## src/rtl/i2c_target.sv

```systemverilog
module i2c_target #(
  parameter int SYNC = 2
) (
  input  logic       clk,
  input  logic       rst_n,
  input  logic       scl_i,
  input  logic       sda_i,
  output logic       scl_oe,
  output logic       sda_oe,
  input  logic [6:0] own_addr,
  input  logic       host_wr,
  input  logic [7:0] host_wdata,
  input  logic       host_rd,
  output logic [7:0] host_rdata,
  input  logic       clk_release,
  input  logic       irq_clr,
  input  logic       ovf_clr,
  output logic       buf_full,
  output logic       dir_rd,
  output logic       ovf,
  output logic       irq
);

  typedef enum logic [2:0] {S_IDLE, S_ADDR, S_RX, S_STALL, S_TX} st_t;

  logic [SYNC-1:0] scl_sy, sda_sy;
  logic            scl_q, sda_q;
  logic            scl_s, sda_s;
  logic            scl_rise, scl_fall, start_c, stop_c, bus_evt;

  st_t        st;
  logic [3:0] cnt;
  logic [7:0] sr, tsr, dbuf;
  logic       loaded, nak;

  always_ff @(posedge clk or negedge rst_n) begin
    if (!rst_n) begin
      scl_sy <= '1;
      sda_sy <= '1;
      scl_q  <= 1'b1;
      sda_q  <= 1'b1;
    end else begin
      scl_sy <= {scl_sy[SYNC-2:0], scl_i};
      sda_sy <= {sda_sy[SYNC-2:0], sda_i};
      scl_q  <= scl_s;
      sda_q  <= sda_s;
    end
  end

  assign scl_s    = scl_sy[SYNC-1];
  assign sda_s    = sda_sy[SYNC-1];
  assign scl_rise = scl_s & ~scl_q;
  assign scl_fall = ~scl_s & scl_q;
  assign start_c  = scl_s & scl_q & sda_q & ~sda_s;
  assign stop_c   = scl_s & scl_q & ~sda_q & sda_s;
  assign bus_evt  = start_c | stop_c;
  assign host_rdata = dbuf;

  always_ff @(posedge clk or negedge rst_n) begin
    if (!rst_n) begin
      st       <= S_IDLE;
      cnt      <= '0;
      sr       <= '0;
      tsr      <= '0;
      dbuf     <= '0;
      loaded   <= 1'b0;
      nak      <= 1'b0;
      scl_oe   <= 1'b0;
      sda_oe   <= 1'b0;
      buf_full <= 1'b0;
      dir_rd   <= 1'b0;
      ovf      <= 1'b0;
      irq      <= 1'b0;
    end else begin
      if (irq_clr) irq <= 1'b0;
      if (ovf_clr) ovf <= 1'b0;
      if (host_rd) buf_full <= 1'b0;
      if (host_wr) begin
        dbuf     <= host_wdata;
        tsr      <= host_wdata;
        loaded   <= 1'b1;
        buf_full <= 1'b1;
      end

      if (bus_evt) begin
        st     <= start_c ? S_ADDR : S_IDLE;
        cnt    <= '0;
        sda_oe <= 1'b0;
        scl_oe <= 1'b0;
      end else begin
        case (st)
          S_IDLE: ;
          S_ADDR: begin
            if (scl_rise) begin
              if (cnt < 4'd8) sr <= {sr[6:0], sda_s};
              cnt <= cnt + 4'd1;
            end else if (scl_fall && cnt == 4'd8) begin
              if (sr[7:1] == own_addr) begin
                sda_oe <= 1'b1;
                dir_rd <= sr[0];
                if (sr[0]) dbuf <= sr;
              end else begin
                st <= S_IDLE;
              end
            end else if (scl_fall && cnt == 4'd9) begin
              sda_oe <= 1'b0;
              irq    <= 1'b1;
              cnt    <= '0;
              if (dir_rd) begin
                st     <= S_STALL;
                scl_oe <= 1'b1;
                loaded <= host_wr;
              end else begin
                st <= S_RX;
              end
            end
          end
          S_RX: begin
            if (scl_rise) begin
              if (cnt < 4'd8) sr <= {sr[6:0], sda_s};
              cnt <= cnt + 4'd1;
            end else if (scl_fall && cnt == 4'd8) begin
              if (buf_full) begin
                ovf <= 1'b1;
              end else begin
                dbuf     <= sr;
                buf_full <= 1'b1;
                sda_oe   <= 1'b1;
              end
            end else if (scl_fall && cnt == 4'd9) begin
              sda_oe <= 1'b0;
              irq    <= 1'b1;
              cnt    <= '0;
            end
          end
          S_STALL: begin
            scl_oe <= 1'b1;
            if (clk_release && loaded) begin
              sda_oe <= ~tsr[7];
              tsr    <= {tsr[6:0], 1'b0};
              cnt    <= '0;
              st     <= S_TX;
            end
          end
          S_TX: begin
            scl_oe <= 1'b0;
            if (scl_rise) begin
              if (cnt == 4'd8) nak <= sda_s;
              cnt <= cnt + 4'd1;
            end else if (scl_fall && cnt != 4'd0 && cnt < 4'd8) begin
              sda_oe <= ~tsr[7];
              tsr    <= {tsr[6:0], 1'b0};
            end else if (scl_fall && cnt == 4'd8) begin
              sda_oe   <= 1'b0;
              buf_full <= 1'b0;
            end else if (scl_fall && cnt == 4'd9) begin
              irq <= 1'b1;
              cnt <= '0;
              if (nak) begin
                st <= S_IDLE;
              end else begin
                st     <= S_STALL;
                scl_oe <= 1'b1;
                loaded <= host_wr;
              end
            end
          end
          default: st <= S_IDLE;
        endcase
      end
    end
  end

endmodule

```

## config.mk

```make
export PLATFORM = sky130hd
export DESIGN_NAME = i2c_target
export DESIGN_NICKNAME = d
export VERILOG_FILES = /design/src/rtl/i2c_target.sv
export SDC_FILE = /design/constraint.sdc
export NUM_CORES = 1
export LEC_CHECK = 0
export BUFFER_PORTS_ARGS = -buffer_cell sky130_fd_sc_hd__buf_2
export CORE_UTILIZATION = 51
export CTS_CLUSTER_SIZE = 14
export DETAILED_ROUTE_END_ITERATION = 7
export PLACE_DENSITY = 0.87
export SLEW_MARGIN = 10
export SYNTH_ARGS = -nofsm -noshare
export SYNTH_HDL_FRONTEND = slang
export SYNTH_SLANG_ARGS = --single-unit
```

## constraint.sdc

```tcl
create_clock -name clk -period 1.8 [get_ports clk]
set_input_delay 0.09 -clock clk [delete_from_list [all_inputs] [get_ports clk]]
set_output_delay 0.09 -clock clk [all_outputs]
set_load 0.01 [all_outputs]
```

==> out/qor.yml, run 1 <==
outcome: "finished, violations left"
violations: "negative setup slack"
path_clk_slew_ps: 90
cp_data_arrival_time_ps: 2090
finalCritPeriodShare_pct: 105
maxSlewHeadroom_pct: 65.4
num_vias: 2245
grt.overflow.total: 0
via_per_inst: 6.12
first_pass_iters: 8
die-area_sq_mm: 0.00506
drtIter0Drc: 314
drc: 0
worstPathRequired_ps: 1990
syn_nets: 258
synth_commonest_cells: "dfrtp_1, mux2_2, nand2_1"
fmax_mhz: 528
dp.cells: 339
synth.most_common_cell: "dfrtp_1"
ys_async_sr_fraction_pct: 100
io_buffers: 37
cts_buffer_depth: 2
clock_sinks: 45
hold_viol: 0
p_per_area_mw_per_mm2: 742
min_period_ps: 1890
crit_type: "reg -> reg"
ys_types: 55
ant_nets: 0
maxSlewViolCount: 0
dpl.hpwl_mm: 4.38
cts-buffers-inserted: 5
synth_top_area_share_pct: 40.0
setup_viol_count_final: 9
core_region_area_sq_mm: 0.00447
cts_tree: "done"
final_layout_size_suffix_gt1_share_pct: 46.0
initial_core_util_pct: 54.5
yosys.area.top_type: "dfrtp_1"
yosys_most_used_dff: "dfrtp_1"
yosys_warnings: 0
die_h_um: 71.1
grt_max_degree: 25
grt_antenna_before_repair: 0
grtUsageTotal_pct: 29.4
avgSynthCellArea_sq_um: 10.6
stdcell_count: 367
synthCells: 231
final_core_util_pct: 73.7
leakagePower_nw: 1.55
fin_setup_tns_ps: -485
grt_pass1_vias: 2264
yosys-top-cells-area: "dfrtp_1, mux2_2, dfstp_2, mux2i_1, o21ai_0"
post-place-ws_ps: -48.9
fin_nets: 341
rows: 24
critPathCaptureType: "flop"
syn_area_sq_mm: 0.00244
synth-edff-count: 0
n_antenna_cell: 0
root_buffer: "clkbuf_8"
fp.dieW_um: 71.1
finalClockSkew_ps: 9.92
hold_path_class: "in -> reg"
worstMarginPinSlew_ps: 519
rsz0062_at_grt: "yes"
worst_slack_ps: -94.8
drv_cap: 0
grt_pass1_wl_mm: 11.2
io_pins: 38
htree_levels: 2
ys_seq_area_share_pct: 46.5
max-vdd-ir-drop_mv: 0.585
gp_congestion: 0.942
critPathLaunchType: "flop"
ys_ff_latch: 45
areaGrowthSynthToFinish_pct: 35.2
clk_latency_ps: 310
critical_path.max_fanout: 7
wirelength_mm: 7.37
hold_ws_ps: 64.0
wire_per_inst_um: 20.1
[metrics by stage]
stage / total power, mW / area (sq um)
final: 2.45 / 3300
after global routing: 2.53 / 3300
after CTS: 2.39 / 3180
after detailed placement: 1.55 / 2870
after global placement: 1.53 / 2870
after floorplan: 1.36 / 2440
[flip-flops by register name (all words and copies together) (netlist names), 2 cells and up]
name / flops
host_rdata: 8
tsr: 8
st: 3
scl_sy: 2
sda_sy: 2
cnt: 4
sr: 8
[kinds of logic after synthesis]
kind of cell | Yosys count | synth area share, %
AND/OR/NAND/NOR | 73 | 16.8
AO/OA/AOI/OAI | 52 | 13.6
flip-flops | 45 | 46.5
multiplexers | 34 | 15.1
buffers and inverters | 15 | 3.23
XOR/XNOR | 9 | 3.23
adder cells (fa/ha/maj) | 3 | 1.54
[worst max-delay path, cell delays in order (launching register included)]
cell and delay, ps:
dfstp_2 550, and4bb_4 280, nand2_4 80, nor4_4 270, buf_4 190, a21oi_4 70
mux2_4 340
[placed cells by master (no fill, tap or decap), types with 2 or more instances in the layout]
master         synthesis  final
buf_4                  3     38
buf_2                  3     37
dfrtp_1               39     36
nand2_1               22     21
o21ai_0               20     18
mux2_2                22     18
mux2i_1               12     12
nor2_1                11     11
o21ai_1                5      7
nand2b_1               7      6
a21oi_1                6      6
dfstp_2                6      6
clkbuf_8               0      5
inv_1                  6      4
xnor2_1                5      4
mux2_4                 0      4
nor2b_1                5      4
nand3_1                4      4
dlygate4sd3_1          0      4
xor2_1                 4      3
nand4_1                3      3
o22ai_1                4      3
buf_6                  1      3
dfrtp_2                0      3
inv_2                  0      2
and3_4                 1      2
a21oi_4                1      2
a21o_1                 2      2
a31oi_1                2      2
nand4b_1               2      2
and3_1                 3      2
a21boi_1               1      2
ha_1                   3      2
buf_12                 0      2
[report_power, final]
group / total (mW) / internal [mW] / switching, mW
combinational: 0.492 / 0.247 / 0.245
sequential: 1.15 / 1.09 / 0.0645
clock: 0.802 / 0.423 / 0.379
[what timing repair did]
action                                  CTS  global route
pin swaps                                 6             4
endpoints found under the hold margin    18             0
hold buffers                              4             0
resized for setup                        17            16
endpoints found under the setup margin   18            28
cloned                                    1             0
buffers inserted                          9             6
[path summary, 6_finish.rpt]
check / slack (ps) / depth (start not counted) / endpoint / from
max in group asynchronous: 1010 / 3 / st[0]$_DFFE_PN0P_ / rst_n
min: 60 / 3 / tsr[0]$_DFF_PN0_ / host_wdata[0]
min in group asynchronous: 280 / 2 / sr[4]$_DFFE_PN0P_ / rst_n
max: -90 / 6 / host_rdata[3]$_DFF_PN0_ / scl_q$_DFF_PN1_
min reg2reg: 360 / 0 / scl_sy[1]$_DFF_PN1_ / scl_sy[0]$_DFF_PN1_
max reg2reg: -90 / 6 / host_rdata[3]$_DFF_PN0_ / scl_q$_DFF_PN1_
[area by class of cell]
cell class / count / area (sq um)
Multi-Input combinational cell: 171 / 1340
Fill cell: 287 / 1180
Sequential cell: 45 / 1140
Timing Repair Buffer: 85 / 617
Clock buffer: 5 / 68.8
Tap cell: 52 / 65.1
Clock inverter: 3 / 48.8
Inverter: 6 / 22.5
[routing by layer]
metal	share of wire, %	track usage [%]	wire length (um)
met5	0	0	0
met1	39	35.6	2870
met2	49	48.5	3620
met3	7.2	6.27	529
met4	4.7	17.1	349
Note: power is estimated with default switching activity, not from simulation.
==> inputs of run 2 (changes only) <==
==> constraint.sdc (replaced) <==
create_clock -name clk -period 1.8 [get_ports clk]
set_input_delay 0.27 -clock clk [delete_from_list [all_inputs] [get_ports clk]]
set_output_delay 0.27 -clock clk [all_outputs]
set_load 0.01 [all_outputs]
==> out/qor.yml, run 2 (same netlist as run 1, synthesis figures left out) <==
critPathLaunch: "scl_q$_DFF_PN1_"  # unchanged
grt_antenna_before_repair: 0  # unchanged
power_frac_seq_pct: 47.0  # was 47.1%
p_comb_share_pct: 19.9  # was 20.1%
finalPower_mw: 2.45  # about the same
fin_nets: 337  # was 341
layout_common_cells: "buf_4, dfrtp_1, buf_2"  # was buf_4, buf_2, dfrtp_1
fmax_mhz: 532  # was 528 MHz
finalCritPeriodShare_pct: 104  # was 105%
drtIter0Drc: 207  # was 314
crit_type: "reg -> reg"  # unchanged
ant_nets: 0  # unchanged
fp.dieW_um: 71.1  # unchanged
clk_latency_ps: 310  # about the same
core_region_area_sq_mm: 0.00447  # unchanged
rows: 24  # unchanged
min_period_ps: 1880  # was 1890 ps
layout_commonest_cell: "buf_4"  # unchanged
final_layout_size_suffix_gt1_share_pct: 47.3  # was 46.0%
dpl.hpwl_mm: 4.38  # unchanged
hold_viol: 0  # unchanged
setup_viol_count_final: 8  # was 9
drc: 0  # unchanged
clock_sinks: 45  # unchanged
cp_data_arrival_time_ps: 2080  # was 2090 ps
num_vias: 2260  # was 2245
finalClockSkew_ps: 10.3  # was 9.92 ps
worstMarginPinSlew_ps: 519  # about the same
critical_path.max_fanout: 7  # unchanged
outcome: "finished, violations left"  # unchanged
rrSetupSlack_ps: -80  # was -90 ps
n_antenna_cell: 0  # unchanged
htree_levels: 2  # unchanged
final.fill_count: 295  # was 287
areaGrowthSynthToFinish_pct: 34.0  # was 35.2%
initial_core_util_pct: 54.5  # unchanged
rsz0062_at_grt: "yes"  # unchanged
die_h_um: 71.1  # unchanged
grt.overflow.total: 0  # unchanged
p_per_area_mw_per_mm2: 750  # was 742 mW/mm^2
grt_busiest_layer: "met2"  # unchanged
cts_buffer_depth: 2  # unchanged
grt_pass1_vias: 2222  # was 2264
path_clk_slew_ps: 90  # about the same
io_pins: 38  # unchanged
p_switching_uw: 698  # was 689 uW
min_from: "scl_i"  # was host_wdata[0]
final_core_util_pct: 73.0  # was 73.7%
worstPathRequired_ps: 2000  # was 1990 ps
clkPwrFrac_pct: 33.1  # was 32.8%
grt_max_degree: 25  # unchanged
leakagePower_nw: 1.53  # was 1.55 nW
fin_area_sq_mm: 0.00327  # was 0.00330 sq mm
power.internal_mw: 1.75  # was 1.76 mW
gp_congestion: 0.942  # unchanged
grt_pass1_wl_mm: 11.1  # was 11.2 mm
reg2reg_from: "scl_q$_DFF_PN1_"  # unchanged
wire_per_inst_um: 20.1  # about the same
placed_cell_area_sq_mm: 0.00287  # unchanged
violations: "negative setup slack"  # unchanged
max-vdd-ir-drop_mv: 0.583  # was 0.585 mV
via_per_inst: 6.23  # was 6.12
grt_util_met1_pct: 35.5  # was 35.6%
hold_path_class: "in -> reg"  # unchanged
die-area_sq_mm: 0.00506  # unchanged
first_pass_iters: 5  # was 8
switching_share_pct: 28.5  # was 28.2%
grtUsageTotal_pct: 29.3  # was 29.4%
wirelength_mm: 7.31  # was 7.37 mm
grt_util_met2_pct: 48.1  # was 48.5%
worst_slack_ps: -79.4  # was -94.8 ps
use_met3_pct: 6.84  # was 6.27%
io_buffers: 37  # unchanged
root_buffer: "clkbuf_8"  # unchanged
maxSlewHeadroom_pct: 65.4  # about the same
post-place-ws_ps: -48.9  # unchanged
maxSlewViolCount: 0  # unchanged
critPathCaptureType: "flop"  # unchanged
drv_cap: 0  # unchanged
cts_tree: "done"  # unchanged
critPathLaunchType: "flop"  # unchanged
cts-buffers-inserted: 5  # unchanged
## run 2: changes by cell type in the layout (fill, tap and decap cells not counted), moves of 2 or more
| cell | change |
|---|---|
| dlygate4sd3_1 | -3 |
| nor2_1 | -2 |
| nor2_2 | +2 |
| o21ai_0 | -2 |
| o21ai_1 | +2 |
## run 2: per-layer routing
metal	routed length (um)	vias up	share of wire, %
met1	2920	1103	40
met3	418	39	5.7
met2	3630	134	50
met4	346	0	4.7
met5	0	-	0
li1	-	984	-
## run 2: layout make-up
class                   instances  area, sq um  share of cell area, %
multi-input cells             171         1350                   41.3
flip-flops and latches         45         1140                   34.8
repair buffers                 81          576                   17.6
clock buffers                   5         68.8                   2.11
well taps                      52         65.1                   1.99
clock inverters                 3         48.8                   1.49
inverters                       6         22.5                  0.689
## run 2: timing repair
item	in CTS	in global routing
cloned	1	0
hold endpoints to repair	15	0
buffers inserted	9	6
pin swaps	6	8
hold buffers	1	0
setup endpoints to repair	18	24
resized for setup	17	21
## run 2: power groups by stage
stage / registers, mW / logic, mW / clock network (mW)
2_1_floorplan: 1.17 / 0.196 / 0
3_3_place_gp: 1.16 / 0.364 / 0
3_5_place_dp: 1.17 / 0.380 / 0
4_1_cts: 1.15 / 0.434 / 0.801
5_1_grt: 1.16 / 0.521 / 0.843
6_report: 1.15 / 0.488 / 0.812
## run 2: worst max-delay path, stage by stage (launching register included)
cell      delay (ps)
dfstp_2          560
and4bb_4         290
nand2_4           80
nor4_4           220
buf_4            190
a21oi_4           80
mux2_4           340
## run 2: final timing paths
kind,depth (start not counted),endpoint
setup reg to reg,6,host_rdata[3]$_DFF_PN0_
max in group asynchronous,3,st[2]$_DFFE_PN0P_
min in group asynchronous,2,sr[4]$_DFFE_PN0P_
setup / recovery,6,host_rdata[3]$_DFF_PN0_
hold reg to reg,0,scl_sy[1]$_DFF_PN1_
hold / removal,1,scl_sy[0]$_DFF_PN1_
## run 2: through the flow
| stage | instances | TNS, ps | hold slack (ps) |
|---|---|---|---|
| floorplan | 231 | 0 | -25.6 |
| global placement | 339 | 0 | 258 |
| detailed placement | 339 | -250 | 265 |
| CTS | 358 | -230 | 54.6 |
| global route | 363 | -1120 | 49.1 |
| finish | 363 | -383 | 57.9 |
==> inputs of run 3 (changes only) <==
--- a/config.mk
+++ b/config.mk
@@ -9,7 +9,8 @@
 export CORE_UTILIZATION = 51
 export CTS_CLUSTER_SIZE = 14
 export DETAILED_ROUTE_END_ITERATION = 7
-export PLACE_DENSITY = 0.87
+export MAX_ROUTING_LAYER = met4
+export PLACE_DENSITY_LB_ADDON = 0.05
 export SLEW_MARGIN = 10
 export SYNTH_ARGS = -nofsm -noshare
 export SYNTH_HDL_FRONTEND = slang
==> out/qor.yml, run 3 (same netlist as run 1, synthesis figures left out) <==
crit_family: "flip-flops"  # was simple AND/OR/NAND/NOR gates
n_antenna_cell: 0  # unchanged
initial_core_util_pct: 54.5  # unchanged
max-vdd-ir-drop_mv: 0.690  # was 0.583 mV
drc: 0  # unchanged
worstMarginPinSlew_ps: 484  # was 519 ps
grt_pass1_vias: 1919  # was 2222
ant_nets: 0  # unchanged
wire_per_inst_um: 15.3  # was 20.1 um
setup_viol_count_final: 4  # was 8
grt_pass1_wl_mm: 9.17  # was 11.1 mm
die-area_sq_mm: 0.00506  # unchanged
root_buffer: "clkbuf_8"  # unchanged
hold_path_class: "in -> reg"  # unchanged
rsz0062_at_grt: "yes"  # unchanged
finalPower_mw: 2.50  # was 2.45 mW
critPathLaunchType: "flop"  # unchanged
path_clk_slew_ps: 90  # about the same
cp_data_arrival_time_ps: 2000  # was 2080 ps
cts_buffer_depth: 2  # unchanged
dpl.hpwl_mm: 4.20  # was 4.38 mm
htree_levels: 2  # unchanged
drv_cap: 0  # unchanged
seq_area_sq_mm: 0.00114  # about the same
worstPathRequired_ps: 1990  # was 2000 ps
via_per_inst: 5.45  # was 6.23
crit_buf_inv: 0  # was 1
fp.dieW_um: 71.1  # unchanged
leakagePower_nw: 1.52  # was 1.53 nW
cts_tree: "done"  # unchanged
fin_nets: 338  # was 337
io_pins: 38  # unchanged
die_h_um: 71.1  # unchanged
final_core_util_pct: 72.9  # was 73.0%
outcome: "finished, violations left"  # unchanged
grt_max_degree: 20  # was 25
io_buffers: 37  # unchanged
violations: "negative setup slack"  # unchanged
maxSlewHeadroom_pct: 67.7  # was 65.4%
grt.overflow.total: 0  # unchanged
grtUsageTotal_pct: 24.2  # was 29.3%
drtIter0Drc: 218  # was 207
post-place-ws_ps: -11.1  # was -48.9 ps
core_region_area_sq_mm: 0.00447  # unchanged
final_layout_size_suffix_gt1_share_pct: 47.1  # was 47.3%
clk_latency_ps: 300  # was 310 ps
final.fill_count: 330  # was 295
multi_input_area_sq_mm: 0.00133  # was 0.00135 sq mm
finalCritPeriodShare_pct: 100  # was 104%
cts-buffers-inserted: 5  # unchanged
critPathCaptureType: "flop"  # unchanged
fin_setup_tns_ps: -12.7  # was -383 ps
first_pass_iters: 6  # was 5
gp_congestion: 0.968  # was 0.942
path_cells: "and4bb_4 > and2_4 > and3_4 > a21oi_4 > mux2_2"  # was and4bb_4 > nand2_4 > nor4_4 > buf_4 > a21oi_4 > mux2_4
crit_slowest_cell: "dfstp_2"  # unchanged
grt_antenna_before_repair: 0  # unchanged
critical_path.max_fanout: 7  # unchanged
clock_sinks: 45  # unchanged
crit_type: "reg -> reg"  # unchanged
hold_viol: 0  # unchanged
areaGrowthSynthToFinish_pct: 33.9  # was 34.0%
finalClockSkew_ps: 7.08  # was 10.3 ps
maxSlewViolCount: 0  # unchanged
layout_commonest_cell: "buf_4"  # unchanged
max_stage_delay_ps: 550  # was 560 ps
num_vias: 1984  # was 2260
fmax_mhz: 554  # was 532 MHz
p_per_area_mw_per_mm2: 765  # was 750 mW/mm^2
min_period_ps: 1810  # was 1880 ps
worst_slack_ps: -5.89  # was -79.4 ps
rows: 24  # unchanged
layout_common_cells: "buf_4, buf_2, dfrtp_1"  # was buf_4, dfrtp_1, buf_2
wirelength_mm: 5.58  # was 7.31 mm
==> run 3: cell types whose count changed in the layout (fill, tap and decap cells not counted), moves of 2 or more <==
cell and change:
mux2_2 +3, mux2_4 -3, buf_4 +2, buf_6 -2, inv_1 +2, inv_2 -2
==> run 3: final cells by class <==
type	instances	area share, %
clock buffer	5	2.11
clock inverter	3	2.11
inverter	6	0.690
tap	52	1.99
sequential	45	34.9
timing repair buffer	82	17.6
multi-input combinational	171	40.6
==> run 3: final timing paths <==
check | start | end | slack [ps] | cells after the start
max | scl_sy[1]$_DFF_PN1_ | host_rdata[7]$_DFF_PN0_ | -6 | 5
min | sda_i | sda_sy[0]$_DFF_PN1_ | 50 | 1
max reg2reg | scl_sy[1]$_DFF_PN1_ | host_rdata[7]$_DFF_PN0_ | -6 | 5
min reg2reg | scl_sy[0]$_DFF_PN1_ | scl_sy[1]$_DFF_PN1_ | 360 | 0
max in group asynchronous | rst_n | scl_sy[0]$_DFF_PN1_ | 780 | 3
min in group asynchronous | rst_n | sr[7]$_DFFE_PN0P_ | 430 | 2
==> run 3: routing by layer <==
metal	track usage [%]	share of wire, %
met1	34.6	51
met2	34.3	44
met3	4.42	3.4
met4	9.33	1.3
met5	-	0
==> run 3: report_power, final <==
part / leakage, nW / switching [mW] / internal (mW)
Sequential: 0.550 / 0.0605 / 1.09
Clock: 0.0687 / 0.359 / 0.559
Combinational: 0.901 / 0.203 / 0.228
==> run 3: per-stage QoR <==
stage               hold slack (ps)  instance area [sq um]  cells
finish                         53.7                   3260    364
global placement                231                   2940    350
global route                   36.3                   3260    364
detailed placement              226                   2940    350
CTS                            44.9                   3100    360
floorplan                     -25.6                   2440    231
==> run 3: what timing repair did <==
action                                  in CTS  in global routing
endpoints found under the hold margin       17                  0
pin swaps                                    0                  4
setup buffers                                1                  3
hold buffers                                 1                  0
resized for setup                            0                 32
gates cloned                                 0                  1
endpoints found under the setup margin       6                 33
